### src/rtl/hzd_pkg.sv
package hzd_pkg;

  typedef struct packed {
    logic pc_we;
    logic ifid_we;
    logic flush;
    logic bubble;
  } hzd_ctl_t;

  localparam hzd_ctl_t HZD_RUN = '{pc_we: 1'b1, ifid_we: 1'b1, flush: 1'b0, bubble: 1'b0};

endpackage

### src/rtl/hzd_match.sv
module hzd_match #(
  parameter int AW   = 5,
  parameter int NSRC = 2
) (
  input  logic                     mem_read,
  input  logic [AW-1:0]            dst,
  input  logic [NSRC-1:0][AW-1:0]  srcs,
  output logic                     hit
);
  logic [NSRC-1:0] eq;

  genvar g;
  generate
    for (g = 0; g < NSRC; g++) begin : g_cmp
      assign eq[g] = (srcs[g] == dst);
    end
  endgenerate

  assign hit = mem_read && (dst != '0) && (|eq);
endmodule

### src/rtl/hzd_seq.sv
module hzd_seq
  import hzd_pkg::*;
(
  input  logic     clk,
  input  logic     rst_n,
  input  logic     hit,
  input  logic     br_taken,
  output hzd_ctl_t ctl
);
  logic guard_q;
  logic stall_now;

  assign stall_now = hit && !guard_q && !br_taken;

  always_ff @(posedge clk) begin
    if (!rst_n) guard_q <= 1'b0;
    else        guard_q <= stall_now;
  end

  always_comb begin
    ctl = HZD_RUN;
    ctl.flush = br_taken;
    if (stall_now) begin
      ctl.pc_we   = 1'b0;
      ctl.ifid_we = 1'b0;
      ctl.bubble  = 1'b1;
    end
  end

  p_one_cycle_r6: assert property (@(posedge clk) disable iff (!rst_n)
    ctl.bubble |=> !ctl.bubble);
endmodule

### src/rtl/lduse_stall_unit.sv
module lduse_stall_unit
  import hzd_pkg::*;
#(
  parameter int REG_AW = 5
) (
  input  logic              clk,
  input  logic              rst_n,
  input  logic              ex_mem_read,
  input  logic [REG_AW-1:0] ex_rd,
  input  logic [REG_AW-1:0] id_rs,
  input  logic [REG_AW-1:0] id_rt,
  input  logic              br_taken,
  output logic              pc_we,
  output logic              ifid_we,
  output logic              ifid_flush,
  output logic              ex_bubble
);
  localparam int NSRC = 2;

  logic [NSRC-1:0][REG_AW-1:0] srcs;
  logic                        hit;
  hzd_ctl_t                    ctl;

  assign srcs = {id_rt, id_rs};

  hzd_match #(.AW(REG_AW), .NSRC(NSRC)) u_match (
    .mem_read (ex_mem_read),
    .dst      (ex_rd),
    .srcs     (srcs),
    .hit      (hit)
  );

  hzd_seq u_seq (
    .clk      (clk),
    .rst_n    (rst_n),
    .hit      (hit),
    .br_taken (br_taken),
    .ctl      (ctl)
  );

  assign pc_we      = ctl.pc_we;
  assign ifid_we    = ctl.ifid_we;
  assign ifid_flush = ctl.flush;
  assign ex_bubble  = ctl.bubble;

  p_freeze_r4: assert property (@(posedge clk) disable iff (!rst_n)
    ex_bubble |-> (!pc_we && !ifid_we));
  p_zero_dst_r2: assert property (@(posedge clk) disable iff (!rst_n)
    (ex_rd == '0) |-> !ex_bubble);
  p_no_load_r3: assert property (@(posedge clk) disable iff (!rst_n)
    !ex_mem_read |-> !ex_bubble);
  p_flush_wins_r8: assert property (@(posedge clk) disable iff (!rst_n)
    ifid_flush |-> (pc_we && ifid_we && !ex_bubble));
  p_we_pair_r5: assert property (@(posedge clk) disable iff (!rst_n)
    pc_we == ifid_we);
endmodule

### config.mk
export PLATFORM = sky130hd
export DESIGN_NAME = lduse_stall_unit
export DESIGN_NICKNAME = d
export VERILOG_FILES = /design/src/rtl/hzd_pkg.sv /design/src/rtl/hzd_match.sv /design/src/rtl/hzd_seq.sv /design/src/rtl/lduse_stall_unit.sv
export SDC_FILE = /design/constraint.sdc
export NUM_CORES = 1
export LEC_CHECK = 0
export BUFFER_PORTS_ARGS = -buffer_cell sky130_fd_sc_hd__buf_4
export CAP_MARGIN = 20
export CORE_AREA = 2 2 39 41
export CTS_CLUSTER_DIAMETER = 60
export DETAILED_ROUTE_END_ITERATION = 7
export DIE_AREA = 0 0 41 43
export GPL_ROUTABILITY_DRIVEN = 0
export GPL_TIMING_DRIVEN = 1
export PLACE_DENSITY = 0.38
export SLEW_MARGIN = 15
export SYNTH_ARGS = -nofsm -noshare
export SYNTH_HDL_FRONTEND = slang
export SYNTH_SLANG_ARGS = --single-unit
### constraint.sdc
create_clock -name clk -period 2.1 [get_ports clk]
set_clock_uncertainty 0.2 [all_clocks]
set_input_delay 0.525 -clock clk [delete_from_list [all_inputs] [get_ports clk]]
set_output_delay 0.525 -clock clk [all_outputs]
set_load 0.02 [all_outputs]
==> results of run 1 <==
-- worst paths after layout --
path | slack [ps] | from | to | cells after the start
hold / removal | 510 | u_seq.guard_q | u_seq.guard_q | 5
hold reg to reg | 510 | u_seq.guard_q | u_seq.guard_q | 5
setup reg to reg | 830 | u_seq.guard_q | u_seq.guard_q | 5
setup / recovery | -240 | ex_rd[3] | pc_we | 5
-- power breakdown --
| group | total, uW | leakage (uW) | internal (uW) | switching, uW |
|---|---|---|---|---|
| Clock | 0 | 0 | 0 | 0 |
| Sequential | 19.6 | 0.00000806 | 19.6 | 0.0416 |
| Combinational | 79.0 | 0.000206 | 47.7 | 31.3 |
| Total | 98.6 | 0.000214 | 67.3 | 31.3 |
-- final cells by class --
type / count / area, sq um / area share [%]
Timing Repair Buffer: 28 / 229 / 51.1
Tap cell: 16 / 20.0 / 4.47
Sequential cell: 1 / 20.0 / 4.47
Multi-Input combinational cell: 21 / 179 / 39.9
-- per-stage QoR --
step	setup WS, ps	hold slack [ps]
after floorplan	-158	298
after global placement	-265	404
after detailed placement	-272	408
after CTS	-255	491
after global routing	-271	548
final	-238	512
-- placed cells by master, fill, tap and decap left out --
cell type                   n
sky130_fd_sc_hd__xor2_1    10
sky130_fd_sc_hd__a22oi_2    1
sky130_fd_sc_hd__or2_4      1
sky130_fd_sc_hd__nor3_1     1
sky130_fd_sc_hd__buf_4     24
sky130_fd_sc_hd__nor3b_1    1
sky130_fd_sc_hd__o211ai_4   1
sky130_fd_sc_hd__dfxtp_1    1
sky130_fd_sc_hd__or4_4      1
sky130_fd_sc_hd__nor3_2     1
sky130_fd_sc_hd__nor2_1     4
sky130_fd_sc_hd__buf_6      3
sky130_fd_sc_hd__buf_8      1
-- what timing repair did --
item	4_1_cts	5_1_grt
cloned	0	0
setup buffers	2	0
endpoints found under the setup margin	3	3
hold buffers	0	0
pin swaps	4	2
gates resized for setup	6	2
-- routing by layer --
metal	track usage (%)	vias up	wire, um	part of all wire, %
met5	0	-	0	0
met4	0	0	0	0
met3	0.524	0	93	14
met2	14.7	21	312	45
met1	7.01	112	281	41
li1	-	131	-	-
-- worst max-delay path: stages --
cell and delay, ps:
sky130_fd_sc_hd__buf_8 90, sky130_fd_sc_hd__or4_4 540, sky130_fd_sc_hd__o211ai_4 190, sky130_fd_sc_hd__or2_4 160, sky130_fd_sc_hd__buf_6 110
-- cell families after synthesis --
family,count (synthesis),share of synthesized area [%]
AOI/OAI and AO/OA,2,10.4
xor gates and xnor gates,10,45.5
buffers and inverters,2,7.79
DFF,1,10.4
and+or+nand+nor,9,26.0
==> flow_summary_export.csv, run 1 <==
group,metric,value,unit
logic_synthesis,synth_enable_flop_cells,0,
timing,tightestPinTransition,222,ps
clock_network,worst_setup_hold_path_clk_slew,0,ps
global_routing,grt_max_degree,4,
setup_path,critical_path.max_fanout,3,
floorplan,start_util,13.9,%
logic_synthesis,synth-seq-cells,1,
global_routing,groute.usage.overall,7.01,%
logic_synthesis,syn-cell-area,193,sq um
timing,final.setup.worst_slack,-238,ps
outcome,violations_in_the_final_reports,"setup timing",
setup_path,worstPathArrival,1610,ps
timing,post-route-min-period,2340,ps
routing,routed-via-count,264,
final_layout,top_register,"u_seq.guard_q",
logic_synthesis,syn_area_per_cell,8.03,sq um
setup_path,cp-start-kind,"input port",
timing,clock.fmax,428,MHz
global_routing,grt_pass1_vias,251,
logic_synthesis,yosys_warnings,0,
timing,timing.final.max_slew_violations,0,
final_layout,post-route-cell-area,448,sq um
floorplan,core_box_area,0.00138,sq mm
placed_design,placement.io_buffers,22,
job,timing.max_cap.violations,0,
global_routing,grt_remaining_overflow,0,
final_layout,fraction_of_layout_instances_using_a_drive_strength_above_1,66.0,%
worst_hold_path,hold_path_class,"reg -> reg",
final_layout,fillerInstances,151,
final_layout,n_antenna_cell,0,
power_and_ir_drop,irDropWorstVdd,0.123,mV
outcome,outcome,"complete, but fails checks",
floorplan,die-height,43,um
final_layout,top_regs,"u_seq.guard_q (1)",
routing,wirelength_routed,687,um
routing,routed_length_per_instance,10.4,um
logic_synthesis,synth_top_area_share,45.5,%
logic_synthesis,ys_types,10,
placed_design,place.detailed.instances,64,
final_layout,syn_to_final_growth,132,%
routing,vias_per_cell,4.00,
global_routing,global_route_wire_length_before_repair,903,um
power_and_ir_drop,leakagePower,0.000214,uW
setup_path,worstSetupEndpointType,"output pin",
logic_synthesis,mappedNetlistNets,43,
logic_synthesis,syn_inst,24,
final_layout,nNetsFinal,71,
setup_path,path_class,"in -> out",
timing,rsz0062_at_grt,"true",
floorplan,floorplan.rows,14,
timing,worst_slew_margin_rel,85.1,%
global_routing,antenna_found_initial,0,
floorplan,i_o_pin_count,23,
routing,ant_nets,0,
final_layout,layout.core_utilization,32.4,%
final_layout,stdcell_count,66,
final_layout,largest_register_ffs,1,
power_and_ir_drop,p_total,98.6,uW
placed_design,detailed_place.area,395,sq um
logic_synthesis,netlist_top_cells_count,"sky130_fd_sc_hd__xor2_1, sky130_fd_sc_hd__nor2_1, sky130_fd_sc_hd__buf_4, sky130_fd_sc_hd__nor3_1",
routing,remaining_drc_errors,0,
timing,setup_violations,3,
timing,setup_total_negative_slack,-671,ps
setup_path,critical_path_required,1370,ps
logic_synthesis,cell_types_with_the_largest_area_share_after_synthesis,"sky130_fd_sc_hd__xor2_1, sky130_fd_sc_hd__dfxtp_1, sky130_fd_sc_hd__buf_4, sky130_fd_sc_hd__nor2_1, sky130_fd_sc_hd__o211ai_2",
logic_synthesis,synth.yosys.seq_area_share,10.4,%
floorplan,die_w,41,um
timing,post-route-period-util,111,%
logic_synthesis,ys_async_sr_fraction,0,%
logic_synthesis,synth.largest_area_cell,"sky130_fd_sc_hd__xor2_1",
floorplan,fp.dieArea,0.00176,sq mm
timing,report.final.hold_viol_count,0,
clock_network,clock_insertion_delay_worst_skew,0,ps
logic_synthesis,synth_most_common_cell,"sky130_fd_sc_hd__xor2_1",
power_and_ir_drop,power_per_cell_area,220,mW/mm^2
routing,drt_first_iter_violations,1,
routing,drt-pass1-iter-count,2,
logic_synthesis,ys.flop_type,"sky130_fd_sc_hd__dfxtp_1",
Power figures use the tool's default switching activity.
==> run 2: changes to the inputs <==
ABC_CLOCK_PERIOD_IN_PS = 2510   (was unset)
clock period = 2.51 ns   (was 2.1 ns; I/O delays follow)
==> run 2 against run 1 <==
Net effect: the flow still finishes with violations (setup timing); power shrank 18%; highest routed layer unchanged; worst setup slack gained 190 ps; core utilization shrank 0.54 points.
==> flow_summary_export.csv, run 2 (synthesis gave the netlist of run 1 again) <==
group,metric,value,unit
timing,report.final.hold_viol_count,0,
setup_path,path_delay_family,"simple AND/OR/NAND/NOR gates",
setup_path,path_class,"in -> out",
placed_design,place.detailed.instances,63,
routing,drt-pass1-iter-count,4,
floorplan,start_util,13.9,%
floorplan,fp.dieArea,0.00176,sq mm
timing,final.setup.worst_slack,-45.5,ps
global_routing,antenna_found_initial,0,
timing,clock.fmax,391,MHz
worst_hold_path,hold_path_class,"reg -> reg",
final_layout,nNetsFinal,70,
setup_path,worstSetupEndpoint,"ifid_we",
clock_network,clock_insertion_delay_worst_skew,0,ps
floorplan,die-height,43,um
placed_design,hpwlAfterDp,554,um
timing,setup_violations,3,
setup_path,critPathSlowestCell,"sky130_fd_sc_hd__or4_4",
power_and_ir_drop,power_per_cell_area,183,mW/mm^2
final_layout,post-route-cell-area,440,sq um
setup_path,worst_r2r_endpoint,"u_seq.guard_q",
job,timing.max_cap.violations,0,
global_routing,grt_remaining_overflow,0,
setup_path,worstSetupEndpointType,"output pin",
routing,wirelength_routed,674,um
outcome,outcome,"complete, but fails checks",
floorplan,i_o_pin_count,23,
placed_design,placement.io_buffers,22,
clock_network,worst_setup_hold_path_clk_slew,0,ps
power_and_ir_drop,leakagePower,0.000209,uW
setup_path,worst_r2r_path_depth,5,
routing,ant_nets,0,
placed_design,detailed_place.area,388,sq um
outcome,violations_in_the_final_reports,"setup timing",
worst_hold_path,min_from,"u_seq.guard_q",
global_routing,grt_pass1_vias,259,
setup_path,critical_path.cell_chain,"buf_8 > or4_4 > o211ai_4 > or2_4 > buf_6",
setup_path,cp-start-kind,"input port",
timing,post-route-min-period,2560,ps
setup_path,critical_path_required,1680,ps
timing,worst_slew_margin_rel,86.2,%
timing,tightestPinTransition,206,ps
routing,routed-via-count,264,
final_layout,n_antenna_cell,0,
floorplan,die_w,41,um
global_routing,global_route_wire_length_before_repair,903,um
clock_network,cts_hold_buf,0,
floorplan,core_box_area,0.00138,sq mm
routing,routed_length_per_instance,10.4,um
final_layout,largest_register_ffs,1,
setup_path,worstPathArrival,1730,ps
routing,drt_first_iter_violations,3,
setup_path,timing.critical_path.from,"ex_rd[3]",
final_layout,stdcell_count,65,
timing,rsz0062_at_grt,"true",
timing,hold_slack,507,ps
global_routing,groute.usage.overall,7.01,%
final_layout,top_regs,"u_seq.guard_q (1)",
final_layout,syn_to_final_growth,129,%
final_layout,fraction_of_layout_instances_using_a_drive_strength_above_1,65.3,%
routing,vias_per_cell,4.06,
final_layout,mostFrequentLayoutCell,"sky130_fd_sc_hd__buf_4",
power_and_ir_drop,irDropWorstVdd,0.105,mV
setup_path,critical_path_depth,5,
final_layout,most-common-layout-cells,"sky130_fd_sc_hd__buf_4, sky130_fd_sc_hd__xor2_1, sky130_fd_sc_hd__nor2_1",
routing,remaining_drc_errors,0,
worst_hold_path,holdPathStages,5,
setup_path,regToRegSetupSlack,1250,ps
timing,timing.final.max_slew_violations,0,
setup_path,critical_path.max_fanout,3,
final_layout,top_register,"u_seq.guard_q",
timing,post-route-period-util,102,%
setup_path,rr_startpoint,"u_seq.guard_q",
setup_path,critPathMaxStageDelay,540,ps
setup_path,crit_buf_inv,2,
global_routing,grt_max_degree,4,
floorplan,floorplan.rows,14,
power_and_ir_drop,p_total,80.7,uW
==> run 2: cell count changes in the layout (fill, tap and decap cells not counted) <==
cell / previous run / this run
sky130_fd_sc_hd__buf_4: 24 / 23
==> run 2: area by class of cell <==
type,instances,area [sq um]
Fill cell,152,943
Multi-Input combinational cell,21,179
Sequential cell,1,20.0
Tap cell,16,20.0
Timing Repair Buffer,27,221
==> run 2: worst reg2reg max path, delay by kind of cell, from the launching register on <==
kind | cells | cell delay (ps)
and+or+nand+nor | 2 | 340
DFF | 1 | 270
buffers and inverters | 2 | 260
AOI/OAI and AO/OA | 1 | 110
==> run 2: layer usage <==
metal	up-vias	share of wire, %	track usage, %
li1	129	-	-
met2	23	46	14.7
met1	112	38	7.01
met5	-	0	0
met3	0	16	0.524
met4	0	0	0
==> run 2: report_power, final <==
part	internal [uW]	switching, uW	leakage (uW)
clock network	0	0	0
registers	16.4	0.0339	0.00000806
logic	38.9	25.4	0.000201
total	55.3	25.4	0.000209
==> run 2: repair_timing <==
action / 4_1_cts / 5_1_grt
pin swaps: 4 / 2
resized for setup: 6 / 2
endpoints found under the setup margin: 3 / 3
setup buffers: 2 / 0
==> run 2: through the flow <==
stage	setup TNS (ps)	utilization [%]	setup slack (ps)
floorplan	0	-	46.8
global placement	-124	28.0	-60.2
detailed placement	-166	28.0	-78.6
CTS	-140	30.8	-64.0
global route	-197	31.8	-75.7
finish	-101	31.8	-45.5
==> run 2: worst min-delay path by stage <==
stage	slack, ps	to
floorplan	300	u_seq.guard_q
global placement	400	u_seq.guard_q
detailed placement	410	u_seq.guard_q
CTS	500	u_seq.guard_q
global route	540	u_seq.guard_q
finish	510	u_seq.guard_q
